## config.mk

```make
export PLATFORM = sky130hd
export DESIGN_NAME = hist_repair_queue
export DESIGN_NICKNAME = d
export VERILOG_FILES = /design/src/rtl/hist_repair_pkg.sv /design/src/rtl/hist_queue_dp.sv /design/src/rtl/hist_queue_ctl.sv /design/src/rtl/hist_repair_queue.sv
export SDC_FILE = /design/constraint.sdc
export NUM_CORES = 2
export LEC_CHECK = 0
export ABC_AREA = 1
export BUFFER_PORTS_ARGS = -buffer_cell sky130_fd_sc_hd__buf_4
export CAP_MARGIN = 20
export CELL_PAD_IN_SITES_DETAIL_PLACEMENT = 1
export CELL_PAD_IN_SITES_GLOBAL_PLACEMENT = 2
export CORE_MARGIN = 3
export CORE_UTILIZATION = 41
export CTS_CLUSTER_SIZE = 40
export DETAILED_ROUTE_END_ITERATION = 10
export HOLD_SLACK_MARGIN = 0.08
export PLACE_DENSITY = 0.81
export SYNTH_ARGS = -nofsm -noshare
export SYNTH_HDL_FRONTEND = slang
export SYNTH_SLANG_ARGS = --single-unit
```

## constraint.sdc

```tcl
create_clock -name clk -period 10.8 [get_ports clk]
set_clock_uncertainty 0.15 [all_clocks]
set_input_delay 0.54 -clock clk [delete_from_list [all_inputs] [get_ports clk]]
set_output_delay 0.54 -clock clk [all_outputs]
set_load 0.05 [all_outputs]
```

## src/rtl/hist_repair_pkg.sv

```systemverilog
package hist_repair_pkg;
  localparam int SEQ_W = 16;
  localparam int PC_W  = 32;
  localparam int IDX_W = 4;
  localparam int TAG_W = 8;

  typedef struct packed {
    logic [SEQ_W-1:0] seq;
    logic [PC_W-1:0]  pc;
    logic             predTaken;
    logic [IDX_W-1:0] stkIdx;
    logic [PC_W-1:0]  stkVal;
    logic             usedStack;
    logic             pushed;
    logic             wasCall;
    logic             wasReturn;
    logic             wasSquashed;
    logic [TAG_W-1:0] tag;
  } histRec_t;

  typedef struct packed {
    logic push;
    logic popOld;
    logic popYoung;
    logic fixYoung;
    logic fixUsed;
    logic fixPushed;
  } qStrobe_t;

  typedef enum logic [1:0] {PRED_TRAIN = 2'd0, PRED_RETIRE = 2'd1, PRED_DISCARD = 2'd2} predOp_e;
  typedef enum logic {STK_RESTORE = 1'b0, STK_POP = 1'b1} stkOp_e;
endpackage

```

## src/rtl/hist_queue_dp.sv

```systemverilog
module hist_queue_dp
  import hist_repair_pkg::*;
#(
  parameter int DEPTH = 16,
  localparam int PTR_W = $clog2(DEPTH),
  localparam int CNT_QW = $clog2(DEPTH + 1)
) (
  input  logic              clk,
  input  logic              rstN,
  input  qStrobe_t          strb,
  input  histRec_t          insRec,
  output histRec_t          oldRec,
  output histRec_t          youngRec,
  output logic [CNT_QW-1:0] count
);
  histRec_t mem [DEPTH];
  logic [PTR_W-1:0] headPtr, tailPtr, youngIdx;

  function automatic logic [PTR_W-1:0] bump(input logic [PTR_W-1:0] p);
    return (p == PTR_W'(DEPTH - 1)) ? '0 : p + PTR_W'(1);
  endfunction

  assign youngIdx = (tailPtr == '0) ? PTR_W'(DEPTH - 1) : tailPtr - PTR_W'(1);
  assign oldRec   = mem[headPtr];
  assign youngRec = mem[youngIdx];

  always_ff @(posedge clk) begin
    if (!rstN) begin
      headPtr <= '0;
      tailPtr <= '0;
      count   <= '0;
    end else begin
      if (strb.push) begin
        tailPtr <= bump(tailPtr);
        count   <= count + CNT_QW'(1);
      end else if (strb.popOld) begin
        headPtr <= bump(headPtr);
        count   <= count - CNT_QW'(1);
      end else if (strb.popYoung) begin
        tailPtr <= youngIdx;
        count   <= count - CNT_QW'(1);
      end
    end
  end

  always_ff @(posedge clk) begin
    if (strb.push) begin
      mem[tailPtr] <= insRec;
    end else if (strb.fixYoung) begin
      mem[youngIdx].wasSquashed <= 1'b1;
      mem[youngIdx].usedStack   <= strb.fixUsed;
      mem[youngIdx].pushed      <= strb.fixPushed;
    end
  end

  assert_no_overflow_R1: assert property (@(posedge clk) disable iff (!rstN)
    strb.push |-> count < CNT_QW'(DEPTH));
  assert_push_grows_R1: assert property (@(posedge clk) disable iff (!rstN)
    strb.push |=> count == $past(count) + CNT_QW'(1));
  assert_pop_shrinks_R2: assert property (@(posedge clk) disable iff (!rstN)
    (strb.popOld || strb.popYoung) |=> count == $past(count) - CNT_QW'(1));
  assert_one_action_R11: assert property (@(posedge clk) disable iff (!rstN)
    $onehot0({strb.push, strb.popOld, strb.popYoung, strb.fixYoung}));
endmodule

```

## src/rtl/hist_queue_ctl.sv

```systemverilog
module hist_queue_ctl
  import hist_repair_pkg::*;
#(
  parameter int DEPTH = 16,
  parameter int CNT_W = 16,
  localparam int CNT_QW = $clog2(DEPTH + 1)
) (
  input  logic              clk,
  input  logic              rstN,
  input  logic              insValid,
  output logic              insReady,
  input  logic              commitValid,
  input  logic [SEQ_W-1:0]  commitSeq,
  input  logic              squashValid,
  input  logic [SEQ_W-1:0]  squashSeq,
  input  logic              squashMispred,
  input  logic              actTaken,
  input  logic [PC_W-1:0]   corrTarget,
  input  histRec_t          oldRec,
  input  histRec_t          youngRec,
  input  logic [CNT_QW-1:0] count,
  output qStrobe_t          strb,
  output logic              busy,
  output logic              predValid,
  output logic [1:0]        predOp,
  output logic [PC_W-1:0]   predPc,
  output logic              predTaken,
  output logic              predSquashed,
  output logic [TAG_W-1:0]  predTag,
  output logic              stkValid,
  output logic              stkOp,
  output logic [IDX_W-1:0]  stkIdx,
  output logic [PC_W-1:0]   stkVal,
  output logic              tgtValid,
  output logic [PC_W-1:0]   tgtPc,
  output logic [PC_W-1:0]   tgtTarget,
  output logic [CNT_W-1:0]  mispredCount,
  output logic [CNT_W-1:0]  stackWrongCount
);
  typedef enum logic [1:0] {ST_IDLE, ST_COMMIT, ST_SQUASH} walkState_e;
  walkState_e state;
  logic [SEQ_W-1:0] boundSeq;
  logic misReg, actReg;
  logic [PC_W-1:0] corrReg;
  logic notEmpty, commitPop, squashPop, repairNow;

  assign notEmpty  = (count != '0);
  assign commitPop = (state == ST_COMMIT) && notEmpty && (oldRec.seq <= boundSeq);
  assign squashPop = (state == ST_SQUASH) && notEmpty && (youngRec.seq > boundSeq);
  assign repairNow = (state == ST_SQUASH) && !squashPop && misReg && notEmpty;
  assign busy      = (state != ST_IDLE);
  assign insReady  = !busy && (count != CNT_QW'(DEPTH)) && !commitValid && !squashValid;

  always_comb begin
    strb = '0;
    strb.push = insValid && insReady;
    predValid = 1'b0; predOp = PRED_TRAIN; predPc = '0; predTaken = 1'b0;
    predSquashed = 1'b0; predTag = '0;
    stkValid = 1'b0; stkOp = STK_RESTORE; stkIdx = '0; stkVal = '0;
    tgtValid = 1'b0; tgtPc = '0; tgtTarget = '0;
    if (commitPop) begin
      strb.popOld = 1'b1;
      predValid = 1'b1;
      predOp    = oldRec.wasSquashed ? PRED_RETIRE : PRED_TRAIN;
      predPc    = oldRec.pc;
      predTaken = oldRec.predTaken;
      predTag   = oldRec.tag;
    end else if (squashPop) begin
      strb.popYoung = 1'b1;
      predValid = 1'b1;
      predOp    = PRED_DISCARD;
      predPc    = youngRec.pc;
      predTaken = youngRec.predTaken;
      predTag   = youngRec.tag;
      if (youngRec.usedStack) begin
        stkValid = 1'b1; stkOp = STK_RESTORE;
        stkIdx = youngRec.stkIdx; stkVal = youngRec.stkVal;
      end else if (youngRec.wasCall && youngRec.pushed) begin
        stkValid = 1'b1; stkOp = STK_POP;
      end
    end else if (repairNow) begin
      strb.fixYoung  = 1'b1;
      strb.fixUsed   = youngRec.usedStack;
      strb.fixPushed = youngRec.pushed;
      predValid    = 1'b1;
      predOp       = PRED_TRAIN;
      predPc       = youngRec.pc;
      predTaken    = actReg;
      predSquashed = 1'b1;
      predTag      = youngRec.tag;
      if (actReg) begin
        if (youngRec.wasReturn && !youngRec.usedStack) begin
          stkValid = 1'b1; stkOp = STK_POP;
          strb.fixUsed = 1'b1;
        end
        tgtValid = 1'b1; tgtPc = youngRec.pc; tgtTarget = corrReg;
      end else if (youngRec.usedStack) begin
        stkValid = 1'b1; stkOp = STK_RESTORE;
        stkIdx = youngRec.stkIdx; stkVal = youngRec.stkVal;
        strb.fixUsed = 1'b0;
      end else if (youngRec.wasCall && youngRec.pushed) begin
        stkValid = 1'b1; stkOp = STK_POP;
        strb.fixPushed = 1'b0;
      end
    end
  end

  always_ff @(posedge clk) begin
    if (!rstN) begin
      state <= ST_IDLE;
      boundSeq <= '0; misReg <= 1'b0; actReg <= 1'b0; corrReg <= '0;
      mispredCount <= '0; stackWrongCount <= '0;
    end else begin
      case (state)
        ST_IDLE: begin
          if (squashValid) begin
            state <= ST_SQUASH;
            boundSeq <= squashSeq; misReg <= squashMispred;
            actReg <= actTaken; corrReg <= corrTarget;
            if (squashMispred) mispredCount <= mispredCount + CNT_W'(1);
          end else if (commitValid) begin
            state <= ST_COMMIT;
            boundSeq <= commitSeq; misReg <= 1'b0;
          end
        end
        ST_COMMIT: if (!commitPop) state <= ST_IDLE;
        default: begin
          if (!squashPop) state <= ST_IDLE;
          if (repairNow && youngRec.usedStack)
            stackWrongCount <= stackWrongCount + CNT_W'(1);
        end
      endcase
    end
  end

  assert_mispred_step_R7: assert property (@(posedge clk) disable iff (!rstN)
    1'b1 |=> (mispredCount == $past(mispredCount)) ||
             (mispredCount == $past(mispredCount) + CNT_W'(1)));
  assert_stack_wrong_bound_R7: assert property (@(posedge clk) disable iff (!rstN)
    stackWrongCount <= mispredCount);
  assert_tgt_taken_R8: assert property (@(posedge clk) disable iff (!rstN)
    tgtValid |-> (predValid && predTaken && predSquashed));
  assert_idle_after_walk_R11: assert property (@(posedge clk) disable iff (!rstN)
    (busy && !predValid) |=> !busy);
endmodule

```

## src/rtl/hist_repair_queue.sv

```systemverilog
module hist_repair_queue
  import hist_repair_pkg::*;
#(
  parameter int DEPTH = 16,
  parameter int CNT_W = 16,
  localparam int CNT_QW = $clog2(DEPTH + 1)
) (
  input  logic              clk,
  input  logic              rstN,
  input  logic              insValid,
  output logic              insReady,
  input  logic [SEQ_W-1:0]  insSeq,
  input  logic [PC_W-1:0]   insPc,
  input  logic              insTaken,
  input  logic [IDX_W-1:0]  insStkIdx,
  input  logic [PC_W-1:0]   insStkVal,
  input  logic              insUsedStack,
  input  logic              insPushed,
  input  logic              insWasCall,
  input  logic              insWasReturn,
  input  logic [TAG_W-1:0]  insTag,
  input  logic              commitValid,
  input  logic [SEQ_W-1:0]  commitSeq,
  input  logic              squashValid,
  input  logic [SEQ_W-1:0]  squashSeq,
  input  logic              squashMispred,
  input  logic              actTaken,
  input  logic [PC_W-1:0]   corrTarget,
  output logic              busy,
  output logic              predValid,
  output logic [1:0]        predOp,
  output logic [PC_W-1:0]   predPc,
  output logic              predTaken,
  output logic              predSquashed,
  output logic [TAG_W-1:0]  predTag,
  output logic              stkValid,
  output logic              stkOp,
  output logic [IDX_W-1:0]  stkIdx,
  output logic [PC_W-1:0]   stkVal,
  output logic              tgtValid,
  output logic [PC_W-1:0]   tgtPc,
  output logic [PC_W-1:0]   tgtTarget,
  output logic [CNT_W-1:0]  mispredCount,
  output logic [CNT_W-1:0]  stackWrongCount
);
  histRec_t insRec, oldRec, youngRec;
  qStrobe_t strb;
  logic [CNT_QW-1:0] count;

  assign insRec = '{seq: insSeq, pc: insPc, predTaken: insTaken, stkIdx: insStkIdx,
                    stkVal: insStkVal, usedStack: insUsedStack, pushed: insPushed,
                    wasCall: insWasCall, wasReturn: insWasReturn, wasSquashed: 1'b0,
                    tag: insTag};

  hist_queue_dp #(.DEPTH(DEPTH)) uDp (
    .clk(clk), .rstN(rstN), .strb(strb), .insRec(insRec),
    .oldRec(oldRec), .youngRec(youngRec), .count(count));

  hist_queue_ctl #(.DEPTH(DEPTH), .CNT_W(CNT_W)) uCtl (
    .clk(clk), .rstN(rstN), .insValid(insValid), .insReady(insReady),
    .commitValid(commitValid), .commitSeq(commitSeq),
    .squashValid(squashValid), .squashSeq(squashSeq), .squashMispred(squashMispred),
    .actTaken(actTaken), .corrTarget(corrTarget),
    .oldRec(oldRec), .youngRec(youngRec), .count(count), .strb(strb), .busy(busy),
    .predValid(predValid), .predOp(predOp), .predPc(predPc), .predTaken(predTaken),
    .predSquashed(predSquashed), .predTag(predTag),
    .stkValid(stkValid), .stkOp(stkOp), .stkIdx(stkIdx), .stkVal(stkVal),
    .tgtValid(tgtValid), .tgtPc(tgtPc), .tgtTarget(tgtTarget),
    .mispredCount(mispredCount), .stackWrongCount(stackWrongCount));
endmodule

```

==> impl_metrics.yaml <==
run_status:
  status: "completed"
drt:
  drc: 0
  drtIter0Drc: 4908
  wirelength_um: 261000
  drt_pass1_iterations: 5
  via_per_inst: 5.78
  vias: 60300
  avgRoutedWirePerCell_um: 25.1
  antenna_left: 0
clocking:
  clock_latency_ns: 0.83
  clock-sinks: 1669
  cts_tree: "built"
  hold_buffers: 87
  h-tree-depth: 4
  path_clk_slew_ns: 0.06
  cts_root_buf: "clkbuf_16"
  clockBufferDepth: 3
  cts_setup_buffers: 0
  numCtsBuffers: 181
  cts_resized: 0
yosys:
  synth.net_count: 7849
  syn_inst: 7640
  netlist_top_cells_area: "edfxtp_1, nand2_1, nand3_1"
  yosysMostFrequentCell: "edfxtp_1"
  ys_types: 48
  ys_async_sr_fraction_pct: 0
  synthTopCellsByCount: "edfxtp_1, nand2_1, nand3_1"
  syn-cell-area_um2: 77900
  synth.largest_area_cell: "edfxtp_1"
  synth.top_cell.area_share_pct: 60.5
  seq_area_frac_synth_pct: 63.1
  yosysWarnings: 0
  syn_avg_cell_area_um2: 10.2
  synth_flop_cell: "edfxtp_1"
  synth_seq_cells: 1669
  synth_edf_count: 1568
sta:
  slew_viol_final: 0
  tightest_slew_ns: 1.15
  setup_violations: 0
  relSlewSlack_pct: 23.3
  fin_crit_ns: 8.90
  rsz0062_at_grt: "no"
  fmax_ghz: 0.112
  hold_violations: 0
  timing.final.crit_share_pct: 82.4
  setup-tns-final_ns: 0
critical_path:
  arrival_ns: 8.21
  ff2ff_path_depth: 24
  worstPathRequired_ns: 10.11
  critPathMaxStageDelay_ns: 0.88
  critPathMostFrequentCell: "buf_4"
  worstSetupEndpoint: "predTag[6]"
  cp_max_fo: 128
  setup.worst_path.start: "uDp.tailPtr[1]"
  worstSetupEndpointType: "output pin"
  critical_path_class: "flop to output pin"
  cp_slowest_cell: "inv_8"
  r2r-end: "uDp.mem[12][32]"
  cp_cell_sequence: "inv_1 -> ha_4 -> nand2_4 -> nand2_8 -> inv_8 -> buf_4 -> o211ai_1 -> nand3_1 -> o211ai_1 -> nand2_1 -> inv_1 -> ha_1 -> nand4_1 -> nor3_1 -> nor2_1 -> nand2_2 -> inv_2 -> nor2_4 -> buf_4 -> o21ai_1 -> buf_4"
  cp-start-kind: "flop"
  reg2reg_from: "uDp.tailPtr[1]"
  r2r_slack_ns: 2.34
floorplan:
  core_um2: 188000
  ios: 350
  start_util_pct: 41.3
  rows: 159
  die_x_um: 442
  die_area_um2: 195000
  fp.dieH_um: 442
final_layout:
  fin_cells: 10400
  drive_gt1_share_pct: 9.69
  area_delta_synth_final_pct: 14.1
  final_nets: 8011
flow_run:
  maxCapViolations: 0
placed_design:
  portBuffers: 349
  dp_cells: 10000
  place.gp.congestion: 0.811
  hpwl_um: 141000
worst_hold_path:
  min_from: "insStkVal[13]"
  hold_path_class: "input pin to flop"
grt:
  grt_overflow_total: 0
  grt_pass1_wl_um: 388000
  grt_pass1_vias: 61700
  antenna_found_initial: 1
  grtUsageTotal_pct: 25.9
  grt_max_degree: 274
power_and_ir_drop:
  ir_worst_vdd_uv: 451
  p_leak_nw: 31.8
  power_density_nw_per_um2: 278
## routing by layer
metal | wire [µm] | vias up | GRT usage, %
li1 | - | 27400 | -
met2 | 128000 | 1794 | 44.4
met1 | 109000 | 30600 | 33.5
met4 | 10500 | 0 | 10.4
met5 | 0 | - | 0
met3 | 13300 | 488 | 3.15
## critical path, delay by kind of cell, from the launching register on
kind                     cells  cell delay, ns
flip-flops                   1            0.42
AND/OR/NAND/NOR              9            2.85
buffers and inverters        7            2.81
AO/OA/AOI/OAI                3            0.61
adder cells (fa/ha/maj)      2            0.48
## layout make-up
class / count / area (µm²)
Tap cell: 2495 / 3120
Clock buffer: 223 / 4750
Inverter: 628 / 2400
Timing Repair Buffer: 553 / 4750
Fill cell: 20400 / 99500
Sequential cell: 1669 / 49100
Antenna cell: 2 / 5.00
Multi-Input combinational cell: 4769 / 23800
Clock inverter: 97 / 931
## cell families (layout without fill, tap and decap cells)
family / after synthesis / count (layout) / synth area share [%]
fa+ha+maj: 41 / 41 / 0.668
flops: 1669 / 1669 / 63.1
mux: 70 / 70 / 0.900
xor+xnor: 19 / 19 / 0.231
buf+inv: 1202 / 1501 / 6.61
simple gates: 2700 / 2700 / 14.6
compound gates: 1939 / 1939 / 14.0
other cells: 0 / 2 / 0
## layout by cell type (no fill, tap or decap), types with 14 or more instances in the layout
cell type / instances
a31oi_1: 22
a21oi_1: 649
clkbuf_16: 184
clkinv_1: 37
mux2i_1: 70
o21ai_0: 773
o21ai_1: 68
buf_4: 435
clkinv_2: 32
nor2_4: 19
nor2_1: 395
a32o_1: 15
o311ai_0: 28
o22ai_1: 32
o221ai_1: 27
buf_12: 28
o211ai_1: 309
clkbuf_1: 39
inv_1: 614
dlygate4sd3_1: 88
nand2_1: 1387
nand3_1: 846
dfxtp_1: 97
nor3_1: 14
ha_1: 39
edfxtp_1: 1568
## where the power goes
part / internal [mW] / total, mW / switching, mW / leakage (nW)
combinational: 2.94 / 11.3 / 8.37 / 14.1
clock: 3.44 / 6.04 / 2.60 / 2.78
sequential: 7.30 / 7.40 / 0.0930 / 15.0
total: 13.7 / 24.8 / 11.1 / 31.8
## state kept, by name, summed over array words and instances, names as in the netlist, named ones only
| signal | count |
|---|---|
| uCtl.actReg | 1 |
| uCtl.boundSeq | 16 |
| uCtl.corrReg | 32 |
| uCtl.misReg | 1 |
| uCtl.mispredCount | 16 |
| uCtl.stackWrongCount | 16 |
| uCtl.state | 2 |
| uDp.count | 5 |
| uDp.headPtr | 4 |
| uDp.mem | 1568 |
| uDp.tailPtr | 4 |
## worst min path at each step
| stage | endpoint | slack, ns | depth (start not counted) |
|---|---|---|---|
| 6_report | uDp.mem[14][26] | 0.11 | 3 |
| 5_1_grt | uDp.mem[14][26] | 0.09 | 3 |
| 4_1_cts | uDp.mem[15][76] | 0.08 | 3 |
| 3_5_place_dp | uCtl.misReg | 0.32 | 2 |
| 3_3_place_gp | uCtl.misReg | 0.31 | 2 |
| 2_1_floorplan | uCtl.misReg | 0.29 | 2 |
## stage by stage
stage	setup WS (ns)	total power, mW	util [%]	hold slack, ns	instance area [µm²]
after global placement	2.50	18.6	43.6	0.306	82100
after detailed placement	2.48	18.8	43.6	0.318	82200
after CTS	1.84	24.9	47.1	0.0801	88700
after global routing	1.43	26.1	47.2	0.0923	88900
after floorplan	2.35	14.7	-	0.290	77900
final	1.90	24.8	47.2	0.105	88900
Power figures use the tool's default switching activity.
